==> src/rtl/fbdirty_pkg.sv <==
package fbdirty_pkg;
  localparam int PAGE_SHIFT      = 12;
  localparam int LINES_PER_GROUP = 4;
  localparam int WIDE_PAGES      = 4;

  typedef enum logic [1:0] {
    PLANE_IDX  = 2'd0,
    PLANE_RGB  = 2'd1,
    PLANE_CTL  = 2'd2,
    PLANE_NONE = 2'd3
  } plane_e;

  typedef enum logic [1:0] {
    SC_IDLE  = 2'd0,
    SC_WALK  = 2'd1,
    SC_DRAIN = 2'd2
  } scan_state_e;

  // first display line of a group
  function automatic int unsigned group_to_line(input int unsigned grp);
    return grp * LINES_PER_GROUP;
  endfunction

  // line count of the groups first .. past_last-1
  function automatic int unsigned run_height(input int unsigned first,
                                             input int unsigned past_last);
    return (past_last - first) * LINES_PER_GROUP;
  endfunction
endpackage

==> src/rtl/fbdirty_store.sv <==
module fbdirty_store import fbdirty_pkg::*; #(
  parameter int GROUPS = 64,
  parameter int GW     = 6
) (
  input  logic              clk,
  input  logic              rst_n,
  input  logic              mode24,
  input  logic              set_valid,
  input  plane_e            set_plane,
  input  logic [GW+1:0]     set_page,
  input  logic              inval,
  input  logic              clr_valid,
  input  logic [GW-1:0]     clr_group,
  output logic [GROUPS-1:0] grp_dirty
);
  localparam int WIDE_N = WIDE_PAGES * GROUPS;

  logic [GROUPS-1:0]   idx_flags;
  logic [2*WIDE_N-1:0] wide_flags;

  // indexed plane: one flag per group
  for (genvar g = 0; g < GROUPS; g++) begin : g_idx
    logic bit_q;
    wire  hit_set = set_valid && (set_plane == PLANE_IDX) &&
                    (set_page == (GW+2)'(g));
    wire  hit_clr = clr_valid && (clr_group == GW'(g));
    always_ff @(posedge clk) begin
      if (!rst_n)                bit_q <= 1'b0;
      else if (inval || hit_set) bit_q <= 1'b1;
      else if (hit_clr)          bit_q <= 1'b0;
    end
    assign idx_flags[g] = bit_q;
  end

  // wide planes: four pages per group each
  for (genvar w = 0; w < 2; w++) begin : g_wide
    localparam plane_e PL = (w == 0) ? PLANE_RGB : PLANE_CTL;
    for (genvar p = 0; p < WIDE_N; p++) begin : g_pg
      logic bit_q;
      wire  hit_set = set_valid && (set_plane == PL) &&
                      (set_page == (GW+2)'(p));
      wire  hit_clr = clr_valid && mode24 &&
                      (clr_group == GW'(p / WIDE_PAGES));
      always_ff @(posedge clk) begin
        if (!rst_n)                            bit_q <= 1'b0;
        else if ((inval && mode24) || hit_set) bit_q <= 1'b1;
        else if (hit_clr)                      bit_q <= 1'b0;
      end
      assign wide_flags[w*WIDE_N + p] = bit_q;
    end
  end

  // per-group reduction
  for (genvar g = 0; g < GROUPS; g++) begin : g_red
    wire rgb_any = |wide_flags[g*WIDE_PAGES +: WIDE_PAGES];
    wire ctl_any = |wide_flags[WIDE_N + g*WIDE_PAGES +: WIDE_PAGES];
    assign grp_dirty[g] = idx_flags[g] | (mode24 & (rgb_any | ctl_any));
  end
endmodule

==> src/rtl/fbdirty_scanner.sv <==
module fbdirty_scanner import fbdirty_pkg::*; #(
  parameter int GROUPS = 64,
  parameter int GW     = 6,
  parameter int LW     = 9
) (
  input  logic              clk,
  input  logic              rst_n,
  input  logic              frame_start,
  input  logic [GROUPS-1:0] grp_dirty,
  output logic              clr_valid,
  output logic [GW-1:0]     clr_group,
  output logic              scan_step,
  output logic              run_close,
  output logic              busy,
  output logic              upd_valid,
  input  logic              upd_ready,
  output logic [LW-1:0]     upd_y_start,
  output logic [LW-1:0]     upd_lines
);
  scan_state_e   st_q;
  logic [GW-1:0] grp_q;
  logic [GW-1:0] first_q;
  logic          open_q;

  logic          slot_free;
  logic          at_last;
  logic          cur_hit;
  logic [GW-1:0] first_eff;
  int unsigned   past_i;
  logic [LW-1:0] y_next;
  logic [LW-1:0] n_next;

  always_comb begin
    slot_free = !upd_valid || upd_ready;
    scan_step = (st_q == SC_WALK) && slot_free;
    at_last   = (grp_q == GW'(GROUPS - 1));
    cur_hit   = grp_dirty[grp_q];
    first_eff = open_q ? first_q : grp_q;
    run_close = scan_step && ((open_q && !cur_hit) || (cur_hit && at_last));
    past_i    = 32'(grp_q) + (cur_hit ? 32'd1 : 32'd0);
    y_next    = LW'(group_to_line(32'(first_eff)));
    n_next    = LW'(run_height(32'(first_eff), past_i));
  end

  assign clr_valid = scan_step && cur_hit;
  assign clr_group = grp_q;
  assign busy      = (st_q != SC_IDLE);

  always_ff @(posedge clk) begin
    if (!rst_n) begin
      st_q    <= SC_IDLE;
      grp_q   <= '0;
      first_q <= '0;
      open_q  <= 1'b0;
    end else begin
      case (st_q)
        SC_IDLE: begin
          if (frame_start) begin
            st_q   <= SC_WALK;
            grp_q  <= '0;
            open_q <= 1'b0;
          end
        end
        SC_WALK: begin
          if (scan_step) begin
            if (cur_hit && !open_q) first_q <= grp_q;
            if (at_last) begin
              st_q   <= SC_DRAIN;
              open_q <= 1'b0;
            end else begin
              grp_q  <= grp_q + 1'b1;
              open_q <= cur_hit;
            end
          end
        end
        SC_DRAIN: begin
          if (!upd_valid) st_q <= SC_IDLE;
        end
        default: st_q <= SC_IDLE;
      endcase
    end
  end

  always_ff @(posedge clk) begin
    if (!rst_n) begin
      upd_valid   <= 1'b0;
      upd_y_start <= '0;
      upd_lines   <= '0;
    end else if (run_close) begin
      upd_valid   <= 1'b1;
      upd_y_start <= y_next;
      upd_lines   <= n_next;
    end else if (upd_ready) begin
      upd_valid   <= 1'b0;
    end
  end
endmodule

==> src/rtl/fb_dirty_tracker.sv <==
module fb_dirty_tracker import fbdirty_pkg::*; #(
  parameter  int GROUPS = 64,
  localparam int GW     = $clog2(GROUPS),
  localparam int AW     = GW + 2 + PAGE_SHIFT,
  localparam int LW     = $clog2(LINES_PER_GROUP * GROUPS + 1)
) (
  input  logic          clk,
  input  logic          rst_n,
  input  logic          mode24,
  input  logic          wr_valid,
  input  logic [1:0]    wr_plane,
  input  logic [AW-1:0] wr_addr,
  input  logic          invalidate,
  input  logic          frame_start,
  output logic          busy,
  output logic          upd_valid,
  input  logic          upd_ready,
  output logic [LW-1:0] upd_y_start,
  output logic [LW-1:0] upd_lines
);
  logic [GROUPS-1:0] grp_dirty;
  logic              clr_valid;
  logic [GW-1:0]     clr_group;
  logic              scan_step;
  logic              run_close;
  logic [GW+1:0]     wr_page;

  assign wr_page = wr_addr[AW-1:PAGE_SHIFT];

  fbdirty_store #(.GROUPS(GROUPS), .GW(GW)) u_store (
    .clk       (clk),
    .rst_n     (rst_n),
    .mode24    (mode24),
    .set_valid (wr_valid),
    .set_plane (plane_e'(wr_plane)),
    .set_page  (wr_page),
    .inval     (invalidate),
    .clr_valid (clr_valid),
    .clr_group (clr_group),
    .grp_dirty (grp_dirty)
  );

  fbdirty_scanner #(.GROUPS(GROUPS), .GW(GW), .LW(LW)) u_scan (
    .clk         (clk),
    .rst_n       (rst_n),
    .frame_start (frame_start),
    .grp_dirty   (grp_dirty),
    .clr_valid   (clr_valid),
    .clr_group   (clr_group),
    .scan_step   (scan_step),
    .run_close   (run_close),
    .busy        (busy),
    .upd_valid   (upd_valid),
    .upd_ready   (upd_ready),
    .upd_y_start (upd_y_start),
    .upd_lines   (upd_lines)
  );
endmodule

==> config.mk <==
export PLATFORM = sky130hd
export DESIGN_NAME = fb_dirty_tracker
export DESIGN_NICKNAME = d
export VERILOG_FILES = /design/src/rtl/fbdirty_pkg.sv /design/src/rtl/fbdirty_store.sv /design/src/rtl/fbdirty_scanner.sv /design/src/rtl/fb_dirty_tracker.sv
export SDC_FILE = /design/constraint.sdc
export NUM_CORES = 1
export LEC_CHECK = 0
export ABC_CLOCK_PERIOD_IN_PS = 4800
export BUFFER_PORTS_ARGS = -buffer_cell sky130_fd_sc_hd__clkbuf_2
export CORE_MARGIN = 2
export CORE_UTILIZATION = 45
export DETAILED_ROUTE_END_ITERATION = 10
export GPL_TIMING_DRIVEN = 1
export SETUP_SLACK_MARGIN = 0.4
export SYNTH_ARGS = -nofsm -noshare
export SYNTH_HDL_FRONTEND = slang
export SYNTH_SLANG_ARGS = --single-unit
==> constraint.sdc <==
create_clock -name clk -period 4.8 [get_ports clk]
set_input_delay 0.72 -clock clk [delete_from_list [all_inputs] [get_ports clk]]
set_output_delay 0.72 -clock clk [all_outputs]
set_load 0.01 [all_outputs]
# --- After elaboration in Yosys (flattened, before gate mapping) ---
# Cells that the tools add are included.
# W data, S select, Z words.
op_classes:
  reduce_logical: 2011
  muxes: 723
  n_lt_le_gt_ge: 1
  bitwise: 192
  addsub: 3
  n_eq_ne: 327
ops:
  columns: ["op", "n"]
  rows:
  - ["$reduce_bool A2 Y1", 579]
  - ["$eq A8 B8 Y1 const B", 128]
  - ["$logic_and A1 B1 Y1", 715]
  - ["$mux W1", 711]
  - ["$logic_or A1 B1 Y1", 578]
  - ["$eq A8 B7 Y1 const B", 64]
  - ["$reduce_or A4 Y1", 128]
  - ["$eq A8 B6 Y1 const B", 32]
  - ["$eq A6 B6 Y1 const B", 32]
  - ["$eq A8 B5 Y1 const B", 16]
  - ["$or A1 B1 Y1", 128]
  - ["$eq A6 B5 Y1 const B", 16]
  - ["$and A1 B1 Y1", 64]
  - ["$eq A8 B4 Y1 const B", 8]
  - ["$eq A6 B4 Y1 const B", 8]
  - ["$eq A8 B3 Y1 const B", 4]
  - ["$eq A6 B3 Y1 const B", 4]
  - ["$mux W6", 4]
  - ["$eq A8 B2 Y1 const B", 2]
  - ["$eq A6 B2 Y1 const B", 2]
  - ["$pmux W6 S2", 1]
  - ["$eq A8 B1 Y1 const B", 1]
  - ["$logic_not A8 Y1", 1]
  - ["$mux W2", 4]
  - ["17 further kinds", 27]
totals:
  register_bits: 605
  elab_cells: 3840
  output_inout_bits: 20

# --- Depth between registers and ports, before layout ---
# Gate-level depths: netlist of run 1.
depth:
  word_depth: 11
  depth_mapped: 22
  depth_no_buf: 18

# --- Cells and area by module ---
# From an unflattened synthesis of run 1, not the netlist that was laid out.
unflattened:
  hier_cells: 2173
  hier_area_um2: 24429.7
modules_own_cells:
  columns: ["module", "cells_each", "seq_area_each_um2", "n_inst", "area_per_inst_um2"]
  rows:
  - ["fbdirty_store", 1943, 11531.1, 1, 22127.5]
  - ["fbdirty_scanner", 230, 580.6, 1, 2302.2]

# --- Worst setup path before layout of run 1 ---
# OpenSTA, ideal clock, no wires.
synth_timing:
  path_kind: "in2reg"
  from: "input port mode24"
  to: "register u_scan.upd_lines[8]"
  path_buffers: 3
  setup_slack_ps: 1092
  setup_time_ps: 72
  t_required_ps: 4728
  arrival_ps: 3637
  stages: 21
  path_cell_list: "buf_4 -> inv_2 -> clkbuf_1 -> buf_2 -> a21oi_1 -> o32ai_1 -> a22oi_1 -> nand4_1 -> and2_1 -> o21ai_0 -> ha_1 -> inv_1 -> fa_1 -> inv_1 -> a21o_1 -> a21oi_1 -> o21bai_1 -> a21oi_1 -> xor2_1 -> nand2_1 -> mux2i_1"
synth_via:
  elab_chain_len: 8
  word_cells_on_any_way: 138
  classes_between: "add/sub (2); mux (3); bitwise (128); reduce/logical (5)"
synth_rtl:
  columns: ["item", "line", "rtl"]
  rows:
  - ["start: declaration", "fb_dirty_tracker.sv:9", "input logic mode24,"]
  - ["$and A1 B1 Y1", "fbdirty_store.sv:57", "assign grp_dirty[g] = idx_flags[g] | (mode24 & (rgb_any | ctl_any));"]
  - ["$or A1 B1 Y1", "fbdirty_store.sv:57", null]
  - ["$bmux W1 S6 (*)", "fbdirty_scanner.sv:37", "cur_hit = grp_dirty[grp_q];"]
  - ["$mux W1 (not written as such) (*)", "fbdirty_scanner.sv:37", null]
  - ["branches (longest 4 deep; another with $add A6 B7 Y7)", null, null]
  - ["end signal: assignment", "fbdirty_scanner.sv:92", "upd_lines <= n_next;"]
  - ["end: declaration", "fbdirty_scanner.sv:18", "output logic [LW-1:0] upd_lines"]
# Every way passes the cells marked *. The select of a mux whose other input is x is not followed.
# A chain may end at the register's enable or synchronous reset.

# --- Final worst setup path of run 1 ---
layout_timing:
  from: "register u_scan.grp_q[1] (netlist: u_scan.clr_group[1])"
  to: "register u_scan.upd_lines[8]"
layout_via:
  elab_chain_len: 6
  word_cells_on_any_way: 12
  classes_between: "add/sub (2); eq/ne (1); mux (4); reduce/logical (5)"
layout_rtl:
  columns: ["item", "line", "rtl"]
  rows:
  - ["start: declaration", "fbdirty_scanner.sv:21", "logic [GW-1:0] grp_q;"]
  - ["start signal: assignment", "fbdirty_scanner.sv:71", "grp_q <= grp_q + 1'b1;"]
  - ["branches (longest 6 deep; another with $add A6 B7 Y7)", null, null]
# Parallel ways; which one is timed is not known. The select of a mux whose other input is x is not followed.

==> run_results.csv, run 1 <==
group,metric,value,unit
outcome,run_status,"finished clean",
route,finalWirelength,88.16,mm
sta,fin_crit_sh,85.45,%
synth,syn_area_per_cell,9.348,sq um
sta,fmax,0.2438,GHz
setup_path,cp-end-kind,"flip-flop",
sta,hold_slack,0.4276,ns
worst_hold_path,hold_class,"primary input to flip-flop",
floorplanning,die_area,60000,sq um
route,drtIter0Drc,2538,
route,top_layer,"met4",
sta,skew,0.02985,ns
sta,rsz0062_at_grt,"no",
floorplanning,start_util,45.37,%
synth,synth-async-reset-ratio,0,%
floorplanning,core_area,57590,sq um
global_route,grt_usage,28.71,%
placed_design,place_congestion,0.9097,
route,route.met3.wl,6.981,mm
route,vias,23240,
clock_network,cts.sinks,605,
sta,worstMarginPinSlew,1.317,ns
synth,synth_cells,2795,
finish,final-seq-area,12110,sq um
floorplanning,die_w,245.0,um
setup_path,start_kind,"flip-flop",
route,viasPerCell,6.685,
global_route,antenna_found_initial,0,
sta,finalHoldViolations,0,
floorplanning,fp.dieH,245.0,um
clock_network,h-tree-depth,3,
synth,synth.distinct_cells,57,
finish,final_common_cell,"dfxtp_1",
clock_network,worst_setup_hold_path_clk_slew,0.06,ns
power,leakagePower,9.957,nW
synth,syn_area,26130,sq um
clock_network,cts_made_buffers,67,
setup_path,cp_max_fo,12,
power,power-per-cell-area,411.8,nW/um^2
finish,layout.nets,2711,
global_route,grt_pass1_vias,22150,
sta,post-route-min-period,4.102,ns
route,routedWlPerCell,25.36,um
route,met2WireLength,39.23,mm
floorplanning,num_rows,88,
synth,ys_ff_latch,605,
power,total_power,11.99,mW
clock_network,ctsResizeCount,0,
setup_path,criticalPathCategory,"flip-flop to flip-flop",
route,drtPass1Iterations,6,
global_route,grt_pass1_wl,134.4,mm
power,peakVddDrop,286.9,uV
finish,drive_above_1_share,10.44,%
clock_network,clock_path_buffers,3,
placed_design,place_area,26930,sq um
finish,fin_cells,3476,
synth,synthFlopType,"dfxtp_1",
run,cap_violations,0,
sta,setup_viol,0,
setup_path,crit_arrival,4.62,ns
global_route,grt_max_degree,227,
placed_design,numPortBuffers,31,
synth,ys_warn_count,0,
clock_network,clock_latency,0.61,ns
clock_network,ctsHoldBuffers,0,
route,ant_nets,0,
route,drc,0,
global_route,overflow,0,
route,met1Wirelength,37.59,mm
placed_design,dpl.cell_count,3361,
finish,area_growth,11.49,%
finish,multiInputGateArea,12910,sq um
sta,drv_slew,0,
setup_path,crit_required,5.32,ns
clock_network,cts_tree,"yes",
clock_network,cts_setup_buffers,0,
placed_design,hpwl,54.40,mm
finish,final_area,29130,sq um
synth,ys_seq_area_share,46.36,%
sta,relSlewSlack,12.02,%
sta,setup-tns-final,0,ns
finish,layout_common_cells,"dfxtp_1, nor2b_1, a221oi_1",
synth,synth-edff-count,0,
clock_network,clockRootBuffer,"clkbuf_16",
floorplanning,io_pins,49,
finish,fillerInstances,5310,
[worst paths after layout]
| path | startpoint | to | slack [ns] | depth (start not counted) |
|---|---|---|---|---|
| hold reg to reg | u_scan.first_q[1]$_SDFFE_PN0P_ | u_scan.first_q[1]$_SDFFE_PN0P_ | 0.46 | 2 |
| hold / removal | frame_start | u_scan.st_q[0]$_SDFFE_PN0P_ | 0.43 | 3 |
| setup / recovery | u_scan.clr_group[1]$_SDFFE_PN0P_ | u_scan.upd_lines[8]$_SDFFE_PN0P_ | 0.70 | 17 |
| setup reg to reg | u_scan.clr_group[1]$_SDFFE_PN0P_ | u_scan.upd_lines[8]$_SDFFE_PN0P_ | 0.70 | 17 |
[cells by family after synthesis]
family	share of synthesized area [%]
buffers and inverters	4.770
XOR/XNOR	0.3017
multiplexers	0.8429
AO/OA/AOI/OAI	24.75
other	0.01435
adder cells (fa/ha/maj)	0.8429
AND/OR/NAND/NOR	22.12
flip-flops	46.36
[state kept, by name (all words and copies together) (netlist names), 2 cells and up]
| register | flops |
|---|---|
| u_scan.first_q | 6 |
| u_scan.st_q | 2 |
| u_store.g_idx.bit_q | 64 |
| u_scan.upd_lines | 7 |
| u_scan.clr_group | 6 |
| u_store.g_wide.g_pg.bit_q | 512 |
| u_scan.upd_y_start | 6 |
[power by group]
group | switching, mW | leakage (nW) | internal [mW] | total, mW
clock network | 2.09 | 1.09 | 3.10 | 5.19
registers | 0.189 | 5.02 | 5.36 | 5.55
logic | 0.709 | 3.85 | 0.545 | 1.25
total | 2.99 | 9.96 | 9.00 | 12.0
[synth_stat cells, drive strengths merged (2+ instances only)]
cell | number | area share [%]
dfxtp | 605 | 46
nor2b | 519 | 12
a221oi | 513 | 17
clkbuf | 287 | 4.1
nor4 | 137 | 3.3
a21oi | 121 | 2.3
nand2 | 77 | 1.1
o21ai | 71 | 1.4
nor2 | 66 | 0.95
a21boi | 65 | 1.9
or2 | 47 | 1.1
nor3 | 34 | 0.65
nand4 | 28 | 0.69
nand3 | 27 | 0.52
buf | 23 | 0.49
mux2i | 22 | 0.84
o32ai | 22 | 0.74
nand2b | 17 | 0.41
ha | 16 | 0.77
a31oi | 12 | 0.29
and2 | 12 | 0.29
inv | 10 | 0.14
or3 | 6 | 0.14
xor2 | 6 | 0.20
a22oi | 5 | 0.14
nand3b | 5 | 0.14
a21o | 3 | 0.086
nor3b | 3 | 0.11
o211ai | 3 | 0.086
o21a | 3 | 0.086
xnor2 | 3 | 0.10
a211oi | 2 | 0.077
a222oi | 2 | 0.077
a311oi | 2 | 0.091
and3 | 2 | 0.048
o2111a | 2 | 0.086
o32a | 2 | 0.077
or3b | 2 | 0.067
or4 | 2 | 0.057
[metrics by stage]
step,util (%),setup slack [ns]
2_1_floorplan,-,1.092
3_3_place_gp,46.77,0.3863
3_5_place_dp,46.77,0.3830
4_1_cts,50.58,0.8445
5_1_grt,50.58,0.4382
6_report,50.58,0.6984
[worst max-delay path: stages, from the launching register on]
cell and delay, ns:
dfxtp_1 0.33, clkinv_1 0.49, and2_1 0.47, a222oi_1 0.36, nand4_1 0.30, and2_1 0.31, o21ai_0 0.17, ha_1 0.24
inv_1 0.06, fa_1 0.41, inv_1 0.08, a21o_1 0.10, a21oi_1 0.09, o21bai_1 0.14, a21oi_1 0.09, xor2_1 0.14
nand2_1 0.07, mux2i_1 0.16
[final cells by class]
cell class                 instances  share of cell area, %
multi-input combinational       1873                  44.32
timing repair buffer             107                  3.127
tap                              765                  3.286
sequential                       605                  41.58
antenna                            1               0.008591
clock inverter                    20                 0.8333
inverter                          11                 0.1418
clock buffer                      94                  6.701
[routing by layer]
layer	global-route usage (%)	vias up
met5	0	-
met4	13.79	0
met3	5.664	282
met2	44.30	1091
met1	38.48	11530
li1	-	10340
Note: power is estimated with default switching activity, not from simulation.
==> run 2: changes to the inputs <==
--- a/config.mk
+++ b/config.mk
@@ -5,12 +5,13 @@
 export SDC_FILE = /design/constraint.sdc
 export NUM_CORES = 1
 export LEC_CHECK = 0
-export ABC_CLOCK_PERIOD_IN_PS = 4800
+export ABC_CLOCK_PERIOD_IN_PS = 3750
 export BUFFER_PORTS_ARGS = -buffer_cell sky130_fd_sc_hd__clkbuf_2
 export CORE_MARGIN = 2
 export CORE_UTILIZATION = 45
 export DETAILED_ROUTE_END_ITERATION = 10
 export GPL_TIMING_DRIVEN = 1
+export PLACE_DENSITY_LB_ADDON = 0.05
 export SETUP_SLACK_MARGIN = 0.4
 export SYNTH_ARGS = -nofsm -noshare
 export SYNTH_HDL_FRONTEND = slang
==> constraint.sdc (replaced) <==
create_clock -name clk -period 3.75 [get_ports clk]
set_input_delay 0.5625 -clock clk [delete_from_list [all_inputs] [get_ports clk]]
set_output_delay 0.5625 -clock clk [all_outputs]
set_load 0.01 [all_outputs]
==> run 2 against run 1 <==
Net effect:
- total power is 32% higher
- die area stayed put
- core utilization is 2.7 points higher
- sequential power is 28% higher
- non-clock buffer count is 145 higher
- combinational power is 45% higher
- sequential share of layout area is 2.0 points lower
- routed wire length is 2.2% higher
- worst hold slack worse by 0.17 ns
- critical path depth is 4 higher
- final cell count is 4.3% higher
- first-iteration DRC count is 13% lower
- critical endpoint is now u_scan.upd_lines[6]$_SDFFE_PN0P_
- largest cell class unchanged
- highest routed layer unchanged
==> run_results.csv, run 2 (same netlist as run 1, synthesis figures left out) <==
group,metric,value,unit
outcome,run_status,"finished clean",
global_route,grt_usage,29.33,%
route,ant_nets,0,
finish,final_area,30670,sq um
sta,post-route-min-period,3.413,ns
setup_path,r2r_slack,0.34,ns
sta,fmax,0.2930,GHz
clock_network,cts_tree,"yes",
setup_path,cp_max_fo,3,
sta,relSlewSlack,45.79,%
placed_design,place_area,27910,sq um
sta,hold_slack,0.2528,ns
worst_hold_path,hold_class,"primary input to flip-flop",
setup_path,start_kind,"flip-flop",
clock_network,cts_made_buffers,69,
finish,top_regs,"u_store.g_wide.g_pg.bit_q (512), u_store.g_idx.bit_q (64), u_scan.upd_lines (7)",
sta,fin_crit_sh,91.00,%
power,power-per-cell-area,514.4,nW/um^2
route,finalWirelength,90.12,mm
sta,setup_viol,0,
sta,finalHoldViolations,0,
clock_network,clock_latency,0.61,ns
floorplanning,num_rows,88,
setup_path,cp-end-kind,"flip-flop",
finish,layout.nets,2858,
finish,largest_register_ffs,512,
power,peakVddDrop,368.6,uV
clock_network,clockRootBuffer,"clkbuf_16",
setup_path,crit_required,4.24,ns
finish,layout_common_cells,"dfxtp_1, nor2b_1, a221oi_1",
finish,area_growth,17.38,%
placed_design,numPortBuffers,31,
finish,top_register,"u_store.g_wide.g_pg.bit_q",
finish,final_common_cell,"dfxtp_1",
sta,worstMarginPinSlew,0.8057,ns
setup_path,criticalPathCategory,"flip-flop to flip-flop",
global_route,grt_pass1_wl,136.8,mm
route,drtIter0Drc,2201,
placed_design,place_congestion,0.9426,
global_route,antenna_found_initial,0,
clock_network,worst_setup_hold_path_clk_slew,0.06,ns
route,viasPerCell,6.482,
finish,drive_above_1_share,17.41,%
floorplanning,core_area,57590,sq um
sta,skew,0.02006,ns
finish,diodes,0,
sta,drv_slew,0,
global_route,grt_max_degree,145,
floorplanning,start_util,45.37,%
floorplanning,fp.dieH,245.0,um
floorplanning,die_area,60000,sq um
power,leakagePower,10.81,nW
floorplanning,die_w,245.0,um
route,drtPass1Iterations,8,
clock_network,clock_path_buffers,3,
clock_network,ctsHoldBuffers,0,
clock_network,h-tree-depth,3,
route,drc,0,
global_route,grt_pass1_vias,22710,
setup_path,crit_arrival,3.90,ns
sta,rsz0062_at_grt,"yes",
placed_design,hpwl,57.10,mm
run,cap_violations,0,
route,routedWlPerCell,24.86,um
global_route,overflow,0,
route,vias,23500,
floorplanning,io_pins,49,
clock_network,cts.sinks,605,
-- run 2: cell count changes in the layout (fill, tap and decap cells not counted), sizes merged --
cell      change
clkinv        -1
buf         +145
clkbuf        +5
diode         -1
clkinvlp      +1
-- run 2: stage by stage --
step	cells	total power, mW	setup TNS, ns	util (%)	setup slack (ns)
final	3625	15.78	0	53.26	0.3374
after floorplan	2799	8.310	0	-	0.4027
after detailed placement	3488	8.971	-0.3045	48.47	-0.1941
after global routing	3625	16.32	0	53.26	0.1652
after global placement	3488	8.926	-0.3260	48.47	-0.2340
after CTS	3609	15.83	0	52.74	0.2861
-- run 2: power breakdown --
group	internal (mW)	switching [mW]	leakage (nW)	total [mW]
Clock	4.14	2.71	1.13	6.85
Sequential	6.86	0.254	5.02	7.12
Combinational	0.852	0.957	4.66	1.81
Total	11.9	3.92	10.8	15.8
-- run 2: area by class of cell --
| type | count | area [sq um] |
|---|---|---|
| clock buffers | 99 | 2054 |
| clock inverters | 20 | 230.2 |
| fillers | 5219 | 26920 |
| inverters | 11 | 47.55 |
| multi-input cells | 1873 | 13210 |
| flip-flops and latches | 605 | 12130 |
| well taps | 765 | 957.2 |
| repair buffers | 252 | 2032 |
-- run 2: worst paths after layout --
check,from,endpoint,cells past startpoint
worst max-delay path,u_store.g_wide[1].g_pg[36].bit_q$_SDFFE_PN0P_,u_scan.upd_lines[6]$_SDFFE_PN0P_,21
worst min-delay path,frame_start,u_scan.st_q[0]$_SDFFE_PN0P_,3
worst max register to register,u_store.g_wide[1].g_pg[36].bit_q$_SDFFE_PN0P_,u_scan.upd_lines[6]$_SDFFE_PN0P_,21
worst min register to register,u_scan.upd_y_start[6]$_SDFFE_PN0P_,u_scan.upd_y_start[6]$_SDFFE_PN0P_,2
-- run 2: metal layers --
layer / routed length [um] / global-route usage, %
met5: 0 / 0
met4: 4056 / 13.49
met3: 5851 / 4.887
met2: 40920 / 46.28
met1: 39290 / 39.27
-- run 2: critical path, stage by stage (launching register included) --
cell and delay, ns:
dfxtp_2 0.36, nor4_4 0.05, buf_4 0.14, a21oi_2 0.15
o32ai_2 0.11, a2111oi_4 0.38, buf_4 0.16, and4_4 0.24
a21oi_4 0.04, buf_12 0.15, o21ai_4 0.17, ha_2 0.21
inv_2 0.04, fa_2 0.34, inv_2 0.05, a21o_1 0.12
a21oi_2 0.06, buf_4 0.13, buf_6 0.11, xnor2_2 0.12
o211ai_1 0.09, o21ai_1 0.08
-- run 2: what timing repair did --
| action | CTS | global route |
|---|---|---|
| pin swaps | 15 | 19 |
| buffers inserted | 2 | 16 |
| resized for setup | 40 | 38 |
| endpoints found under the setup margin | 106 | 165 |
| gates cloned | 0 | 0 |
